==> src/rtl/bus_phase_pkg.sv <==
package bus_phase_pkg;
  typedef enum logic [1:0] {
    ACC_INT = 2'd0,
    ACC_MEM = 2'd1,
    ACC_IO  = 2'd2,
    ACC_DMA = 2'd3
  } acc_e;
endpackage

==> src/rtl/bus_len_decode.sv <==
module bus_len_decode
  import bus_phase_pkg::*;
#(
  parameter int PHASE_W = 3,
  parameter int LEN_INT = 3,
  parameter int LEN_MEM = 4,
  parameter int LEN_IO  = 6,
  parameter int LEN_DMA = 4
) (
  input  acc_e               typ_i,
  output logic [PHASE_W-1:0] last_o,
  output logic [PHASE_W-1:0] mid_o
);
  int len;

  always_comb begin
    case (typ_i)
      ACC_MEM: len = LEN_MEM;
      ACC_IO:  len = LEN_IO;
      ACC_DMA: len = LEN_DMA;
      default: len = LEN_INT;
    endcase
    last_o = PHASE_W'(len - 1);
    mid_o  = PHASE_W'(len / 2);
  end
endmodule

==> src/rtl/bus_phase_ctr.sv <==
module bus_phase_ctr
  import bus_phase_pkg::*;
#(
  parameter int PHASE_W = 3,
  parameter int LEN_INT = 3,
  parameter int LEN_IO  = 6
) (
  input  logic               clk,
  input  logic               rst_n,
  input  logic               hold_i,
  input  acc_e               typ_i,
  input  logic               rd_i,
  input  logic               wr_i,
  input  logic [PHASE_W-1:0] last_i,
  input  logic [PHASE_W-1:0] mid_i,
  output logic [PHASE_W-1:0] phase_o,
  output logic [PHASE_W-1:0] mid_o,
  output acc_e               typ_o,
  output logic               rd_o,
  output logic               wr_pend_o
);
  logic [PHASE_W-1:0] phase_q, last_q, mid_q;
  acc_e typ_q;
  logic rd_q, wr_q;
  logic start, rd_take, wr_take;

  assign start   = (phase_q == '0) && !hold_i;
  assign rd_take = rd_i && (typ_i != ACC_INT);
  assign wr_take = wr_i && ((typ_i == ACC_DMA) || ((typ_i != ACC_INT) && !rd_i));

  always_ff @(posedge clk) begin
    if (!rst_n) begin
      phase_q <= '0;
      last_q  <= PHASE_W'(LEN_INT - 1);
      mid_q   <= PHASE_W'(LEN_INT / 2);
      typ_q   <= ACC_INT;
      rd_q    <= 1'b0;
      wr_q    <= 1'b0;
    end else if (!hold_i) begin
      if (start) begin
        last_q  <= last_i;
        mid_q   <= mid_i;
        typ_q   <= typ_i;
        rd_q    <= rd_take;
        wr_q    <= wr_take;
        phase_q <= phase_q + 1'b1;
      end else if (phase_q == last_q) begin
        phase_q <= '0;
      end else begin
        phase_q <= phase_q + 1'b1;
      end
    end
  end

  assign phase_o   = phase_q;
  assign mid_o     = mid_q;
  assign typ_o     = typ_q;
  assign rd_o      = rd_q;
  assign wr_pend_o = wr_q;

  // phase frozen under hold
  a_r10_hold_phase: assert property (@(posedge clk) disable iff (!rst_n)
    hold_i |=> $stable(phase_q));
  // a running cycle either steps or wraps to phase 0
  a_r6_advance: assert property (@(posedge clk) disable iff (!rst_n)
    (!hold_i && phase_q != '0) |=> (phase_q == '0 || phase_q == $past(phase_q) + 1'b1));
  // no cycle is longer than the I/O cycle
  a_r4_len_bound: assert property (@(posedge clk) disable iff (!rst_n)
    int'(phase_q) < LEN_IO);
endmodule

==> src/rtl/bus_strobe_gen.sv <==
module bus_strobe_gen #(
  parameter int PHASE_W = 3
) (
  input  logic               clk,
  input  logic               rst_n,
  input  logic               hold_i,
  input  logic [PHASE_W-1:0] phase_i,
  input  logic [PHASE_W-1:0] mid_i,
  input  logic               rd_i,
  input  logic               wr_pend_i,
  output logic               comp_stb_o,
  output logic               mid_stb_o,
  output logic               rd_stb_o,
  output logic               wr_stb_o
);
  logic go;
  assign go         = !hold_i;
  assign comp_stb_o = go && (phase_i == '0);
  assign mid_stb_o  = go && (phase_i == mid_i);
  assign rd_stb_o   = mid_stb_o && rd_i;
  assign wr_stb_o   = comp_stb_o && wr_pend_i;

  // silence under hold
  a_r10_hold_quiet: assert property (@(posedge clk) disable iff (!rst_n)
    hold_i |-> !(comp_stb_o || mid_stb_o || rd_stb_o || wr_stb_o));
  // compute strobe never in two consecutive phases
  a_r6_single_comp: assert property (@(posedge clk) disable iff (!rst_n)
    comp_stb_o |=> !comp_stb_o);
endmodule

==> src/rtl/bus_phase_seq.sv <==
module bus_phase_seq
  import bus_phase_pkg::*;
#(
  parameter int PHASE_W = 3,
  parameter int LEN_INT = 3,
  parameter int LEN_MEM = 4,
  parameter int LEN_IO  = 6,
  parameter int LEN_DMA = 4
) (
  input  logic               clk,
  input  logic               rst_n,
  input  logic               hold_i,
  input  logic [1:0]         acc_type_i,
  input  logic               rd_req_i,
  input  logic               wr_req_i,
  output logic [PHASE_W-1:0] phase_o,
  output logic               comp_stb_o,
  output logic               mid_stb_o,
  output logic               rd_stb_o,
  output logic               wr_stb_o
);
  acc_e typ_in, typ_cur;
  logic [PHASE_W-1:0] dec_last, dec_mid, cur_mid, phase;
  logic rd_cur, wr_pend;

  assign typ_in = acc_e'(acc_type_i);

  bus_len_decode #(
    .PHASE_W(PHASE_W), .LEN_INT(LEN_INT), .LEN_MEM(LEN_MEM),
    .LEN_IO(LEN_IO), .LEN_DMA(LEN_DMA)
  ) u_dec (
    .typ_i(typ_in), .last_o(dec_last), .mid_o(dec_mid)
  );

  bus_phase_ctr #(
    .PHASE_W(PHASE_W), .LEN_INT(LEN_INT), .LEN_IO(LEN_IO)
  ) u_ctr (
    .clk(clk), .rst_n(rst_n), .hold_i(hold_i), .typ_i(typ_in),
    .rd_i(rd_req_i), .wr_i(wr_req_i), .last_i(dec_last), .mid_i(dec_mid),
    .phase_o(phase), .mid_o(cur_mid), .typ_o(typ_cur),
    .rd_o(rd_cur), .wr_pend_o(wr_pend)
  );

  bus_strobe_gen #(.PHASE_W(PHASE_W)) u_stb (
    .clk(clk), .rst_n(rst_n), .hold_i(hold_i), .phase_i(phase),
    .mid_i(cur_mid), .rd_i(rd_cur), .wr_pend_i(wr_pend),
    .comp_stb_o(comp_stb_o), .mid_stb_o(mid_stb_o),
    .rd_stb_o(rd_stb_o), .wr_stb_o(wr_stb_o)
  );

  assign phase_o = phase;

  // internal cycles never read
  a_r12_int_no_rd: assert property (@(posedge clk) disable iff (!rst_n)
    rd_stb_o |-> (typ_cur != ACC_INT));
  // deferred write only alongside a compute step
  a_r8_wr_with_comp: assert property (@(posedge clk) disable iff (!rst_n)
    wr_stb_o |-> comp_stb_o);
  // read only on the mid-cycle strobe
  a_r7_rd_on_mid: assert property (@(posedge clk) disable iff (!rst_n)
    rd_stb_o |-> mid_stb_o);
endmodule

==> config.mk <==
export PLATFORM = sky130hd
export DESIGN_NAME = bus_phase_seq
export DESIGN_NICKNAME = d
export VERILOG_FILES = /design/src/rtl/bus_phase_pkg.sv /design/src/rtl/bus_len_decode.sv /design/src/rtl/bus_phase_ctr.sv /design/src/rtl/bus_strobe_gen.sv /design/src/rtl/bus_phase_seq.sv
export SDC_FILE = /design/constraint.sdc
export NUM_CORES = 1
export LEC_CHECK = 0
export ABC_AREA = 1
export CELL_PAD_IN_SITES_DETAIL_PLACEMENT = 1
export CELL_PAD_IN_SITES_GLOBAL_PLACEMENT = 2
export CORE_MARGIN = 2
export CORE_UTILIZATION = 24
export DETAILED_ROUTE_END_ITERATION = 16
export MAX_ROUTING_LAYER = met4
export PLACE_DENSITY = 0.83
export SYNTH_ARGS = -nofsm -noshare
export SYNTH_HDL_FRONTEND = slang
export SYNTH_HIERARCHICAL = 1
export SYNTH_SLANG_ARGS = --single-unit
==> constraint.sdc <==
create_clock -name clk -period 1.15 [get_ports clk]
set_input_delay 0.115 -clock clk [delete_from_list [all_inputs] [get_ports clk]]
set_output_delay 0.115 -clock clk [all_outputs]
set_load 0.05 [all_outputs]
Word-level counts from Yosys, hierarchy flattened
Cells that the tools add are included.
Word-level totals
  flip-flop bits (word level): 11
  bits of input ports: 7
  output and inout bits: 7
  logic and storage cells: 32
Operators by class
  $add $sub $neg: 3
  eq/ne operators: 5
  multiplexer cells: 3
  bitwise gates (word level): 2
  reduce and logical (&&, ||, !) cells: 14
Operators with widths (count)
  $logic_and 1x1->1: 7
  $eq 3x3->1: 2
  $mux 3: 2
  $pmux 3 s2: 1
  $eq 2x2->1 const B: 2
  $add 3x1->3: 1
  $add 3x1->3 const B: 1
  $logic_not 3->1: 1
  $sub 3x1->3 const B: 1
  $eq 2x1->1 const B: 1
  $logic_not 1->1: 2
  $reduce_and 2->1: 1
  $reduce_bool 2->1: 1
  $reduce_or 2->1: 1
  $and 1x1->1 const A: 1
  $logic_or 1x1->1: 1
  $not 1->1: 1

Longest topological paths before layout
  depth in word-level cells: 5
  mapped depth: 7
  gate-level depth less buffers: 7

Hierarchy
The synthesis kept the hierarchy.
Modules (own cells, without submodules)
  bus_phase_ctr: instances 1, cells each 87, area an instance 631.9 sq um, seq. area each 260.2 sq um
  bus_strobe_gen: instances 1, cells each 24, area an instance 101.3 sq um, seq. area each 0.0 sq um
  bus_len_decode: instances 1, cells each 8, area an instance 37.5 sq um, seq. area each 0.0 sq um

Least setup slack after synthesis
Ideal clock, no wire load.
  path type: register to output
  start point: register u_ctr.phase_q[2] (netlist: u_ctr/phase_o[2])
  end point: output wr_stb_o
  arrival time: 1883 ps
  data required time: 1035 ps
  slack: -848 ps
  cell stages (with the launch flop): 5
  buffers on the path: 0
  path through: dfxtp_1 inv_1 nand2_1 nor3_2 and2_1
Between the ends
  cells in the longest elaborated chain, start to end: 3
RTL lines
  start, declared: line bus_phase_ctr.sv:22  | logic [PHASE_W-1:0] phase_q, last_q, mid_q;
  start signal, assigned: line bus_phase_ctr.sv:46  | phase_q <= phase_q + 1'b1;
  start signal, assigned: line bus_phase_ctr.sv:50  | phase_q <= phase_q + 1'b1;
  $logic_not 3->1: line bus_strobe_gen.sv:18  | assign comp_stb_o = go && (phase_i == '0);
  $logic_and 1x1->1: line bus_strobe_gen.sv:18
  via comp_stb_o: line bus_phase_seq.sv:17  | output logic comp_stb_o,
  $logic_and 1x1->1: line bus_strobe_gen.sv:21  | assign wr_stb_o = comp_stb_o && wr_pend_i;
  end, declared: line bus_phase_seq.sv:20  | output logic wr_stb_o
The timed path passes the listed nets, and every way through them passes these cells.

Final worst setup path
  start point: register u_ctr.phase_q[1] (netlist: u_ctr/phase_o[1])
  end point: output wr_stb_o
Between the ends
  cells in the longest elaborated chain, start to end: 3
RTL lines (line)
  $logic_not 3->1: bus_strobe_gen.sv:18
  $logic_and 1x1->1: bus_strobe_gen.sv:18
  $logic_and 1x1->1: bus_strobe_gen.sv:21
Every way passes these cells.

==> results.md <==
Floorplan:
- The site row count is 19.
- The number of ports placed on the die boundary is 14.
- After floorplanning, the core was sized to cover 0.00278 mm².
- The height of the die is 58.2 µm.
- The floorplan step defined a die boundary enclosing 0.00339 mm².
- Measured along the x axis, the die boundary spans 58.2 µm.
- The initial utilization of the core area, before any placement, comes to 0.254.

Clock network:
- The tree built by TritonCTS fans out to 11 sinks.
- The number of buffers on the longest clock path is 2.
- In this run the number of H-tree levels came out at 1.
- The post-CTS clock slew at the launch and capture registers of the worst setup and hold paths is 70 ps.
- The CTS tree is built.
- The buffer cell driving the clock tree root is clkbuf_4.
- The number of buffers created by CTS is 3.
- The clock reaches the later pin of the worst-skew pair after 270 ps.

Synthesis:
- Synthesis handed over a netlist of 111 instances.
- The netlist area before placement is 706 µm².
- Synthesis produced a netlist with a net count of 120.
- During synthesis, Yosys emitted a total of 6 warnings.
- The mean instance size in the synthesized netlist is 6.36 µm².

Placed design:
- In this run, placement finished with an instance count of 163.
- Buffers placed on the I/O ports in this run total 13.
- The final RePlAce weighted congestion is 0.823.
- After legalization and detailed placement, the total HPWL measured 1.48 mm.

Power:
- The share of total power dissipated in sequential elements is 0.343.
- The internal portion of the total power is 835 µW.
- The share of total power dissipated in combinational logic is 0.454.
- In this run the static leakage power is 0.000569 µW.
- The switching power is 482 µW.
- For this design the ratio of total power to cell area is 1050 mW/mm².
- The switching portion of total power is 0.366.
- VDD sags by at most 0.558 mV.
- The share of total power dissipated in the clock network is 0.203.

GRT:
- The number of global-route vias before repair is 826.
- The total congestion overflow is 0.
- The overall global routing resource usage is 0.142.
- The first global-routing pass estimated 3.50 mm of wire.
- Entering global routing, the biggest net connects 8 pins.
- The initial antenna violation count was 0.

Critical path:
- The kind of cell with the highest combined delay on the critical path is simple AND/OR/NAND/NOR gates.
- The data arrival at the endpoint of the critical path is 1260 ps.
- Of all nets on the critical path, the largest fanout is 4.
- Walking the worst path, the cells encountered are buf_6, nor3_4, and2_4, buf_12.
- For the worst setup path, the data required time is 1030 ps.
- In this design, the stage delay of the slowest critical-path cell is 360 ps.
- The worst setup path is launched from a flop.
- The cell type of the slowest stage on the worst timing path is dfxtp_4.
- The setup path with the least slack is of type flop to output port.
- STA classifies the critical path endpoint as an output port.
- Together, buffers and inverters on the worst path number 2.

Final layout:
- For this run, the share of the core covered by cells in the final layout is 0.453.
- The final antenna diode count is 0.
- The count of nets after finishing is 152.
- The area of combinational cells with multiple inputs is 500 µm².
- From synthesis to final layout, the design area changed by 78.4%.
- The non-filler instance count after layout is 173.
- Fill cells in the final layout number 337.
- The share of cells above drive strength 1 is 0.514.
- The sequential cell area in the final layout is 235 µm².

Timing:
- Dividing the final minimum period by the clock period gives 1.20.
- The final critical path time including I/O delays and setup is 1370 ps.
- Setup repair after global routing could not meet its margin everywhere.
- Across the routed clock network, the largest skew measured is 4.87 ps.
- The achievable frequency is 0.728 GHz.
- The worst setup margin is -224 ps.
- The final-report max-slew violation count came to 0.
- The number of endpoints with negative hold slack in the final report was 0.
- The total of endpoints with negative setup slack in the final report is 13.

Drt:
- The initial DRC count is 7.
- The number of remaining DRC errors is 0.
- The total number of vias is 759.
- The count of antenna-violating nets left after detailed routing is 0.
- The total length of routed wires is 2.21 mm.
- Dividing the detail-routed wire length by the instance count gives 12.8 µm.
- Dividing the detail-routed via count by the number of cells gives 4.39.
- The first detailed-routing pass took 4 iterations.

Status:
- The final reports fail on negative setup slack.
- The flow ran to the end, but the final reports show violations.

Run:
- The tool flagged a number of max-cap violations equal to 0.

Min path:
- The type of the most critical hold path is flop to flop.
==> state kept, by name, summed over array words and instances (netlist names) <==
name / cells
u_ctr/last_q: 3
u_ctr/mid_o: 3
u_ctr/phase_o: 3
u_ctr/rd_o: 1
u_ctr/wr_pend_o: 1
==> cell type report <==
type	count	share of cell area
timing repair buffer	30	0.293
inverter	22	0.0706
clock buffer	4	0.0209
multi-input combinational	75	0.398
sequential	11	0.187
tap	31	0.0308
==> power groups by stage <==
stage	registers (µW)	clock network, µW	logic (µW)
final	451	268	598
after global placement	453	0	437
after CTS	446	278	533
after detailed placement	455	0	449
after global routing	458	299	647
after floorplan	484	0	232
==> tightest hold or removal path, cell delays in order, from the launching register on <==
cell and delay [ps]:
dfxtp_1 320, nand2_2 70, a21oi_2 50
==> cells in the final DEF (no fill, tap or decap), types with 2 or more instances in the layout <==
master and instances:
nor2_4 2, ha_4 2, nand2_2 7, dfxtp_2 3
a21oi_1 2, buf_12 7, o21ai_0 2, clkbuf_4 3
o21ai_2 3, inv_2 5, clkdlybuf4s50_1 6, nand3_4 2
dfxtp_4 3, buf_4 8, nand2_1 21, inv_1 15
buf_6 7, nand2_4 2, nand3_2 2, o21ai_1 2
a21oi_2 4, nor2_2 6, buf_8 2, nor2_1 12
dfxtp_1 5
==> repair_timing <==
item,CTS,global route
setup endpoints to repair,12,18
hold buffers,0,0
pin swaps,15,24
gates cloned,1,0
resized for setup,24,28
buffers inserted,4,2
==> layer usage <==
layer / share of wire / GRT usage / up-vias
met3: 0.017 / 0.0156 / 2
met2: 0.55 / 0.266 / 10
met4: 0.0063 / 0.0764 / 0
li1: - / - / 394
met5: 0 / - / -
met1: 0.43 / 0.141 / 353
==> per-stage QoR <==
stage / hold WS, ps / setup TNS (ps) / area (µm²) / total power, µW / setup slack (ps)
floorplan: 256 / -2150 / 734 / 716 / -304
global placement: 467 / -1910 / 1030 / 890 / -182
detailed placement: 468 / -1920 / 1030 / 904 / -184
CTS: 475 / -1360 / 1170 / 1260 / -208
global route: 500 / -2070 / 1260 / 1400 / -272
finish: 472 / -1010 / 1260 / 1320 / -224
==> path summary, 6_finish.rpt <==
check	from	to	slack, ps	cells past startpoint
min	u_ctr/rd_o	u_ctr/rd_o	470	2
max	u_ctr/phase_o[1]	wr_stb_o	-220	4
max reg2reg	u_ctr/phase_o[0]	u_ctr/rd_o	-100	7
min reg2reg	u_ctr/rd_o	u_ctr/rd_o	470	2
No activity file was read; power rests on OpenSTA's default activity.
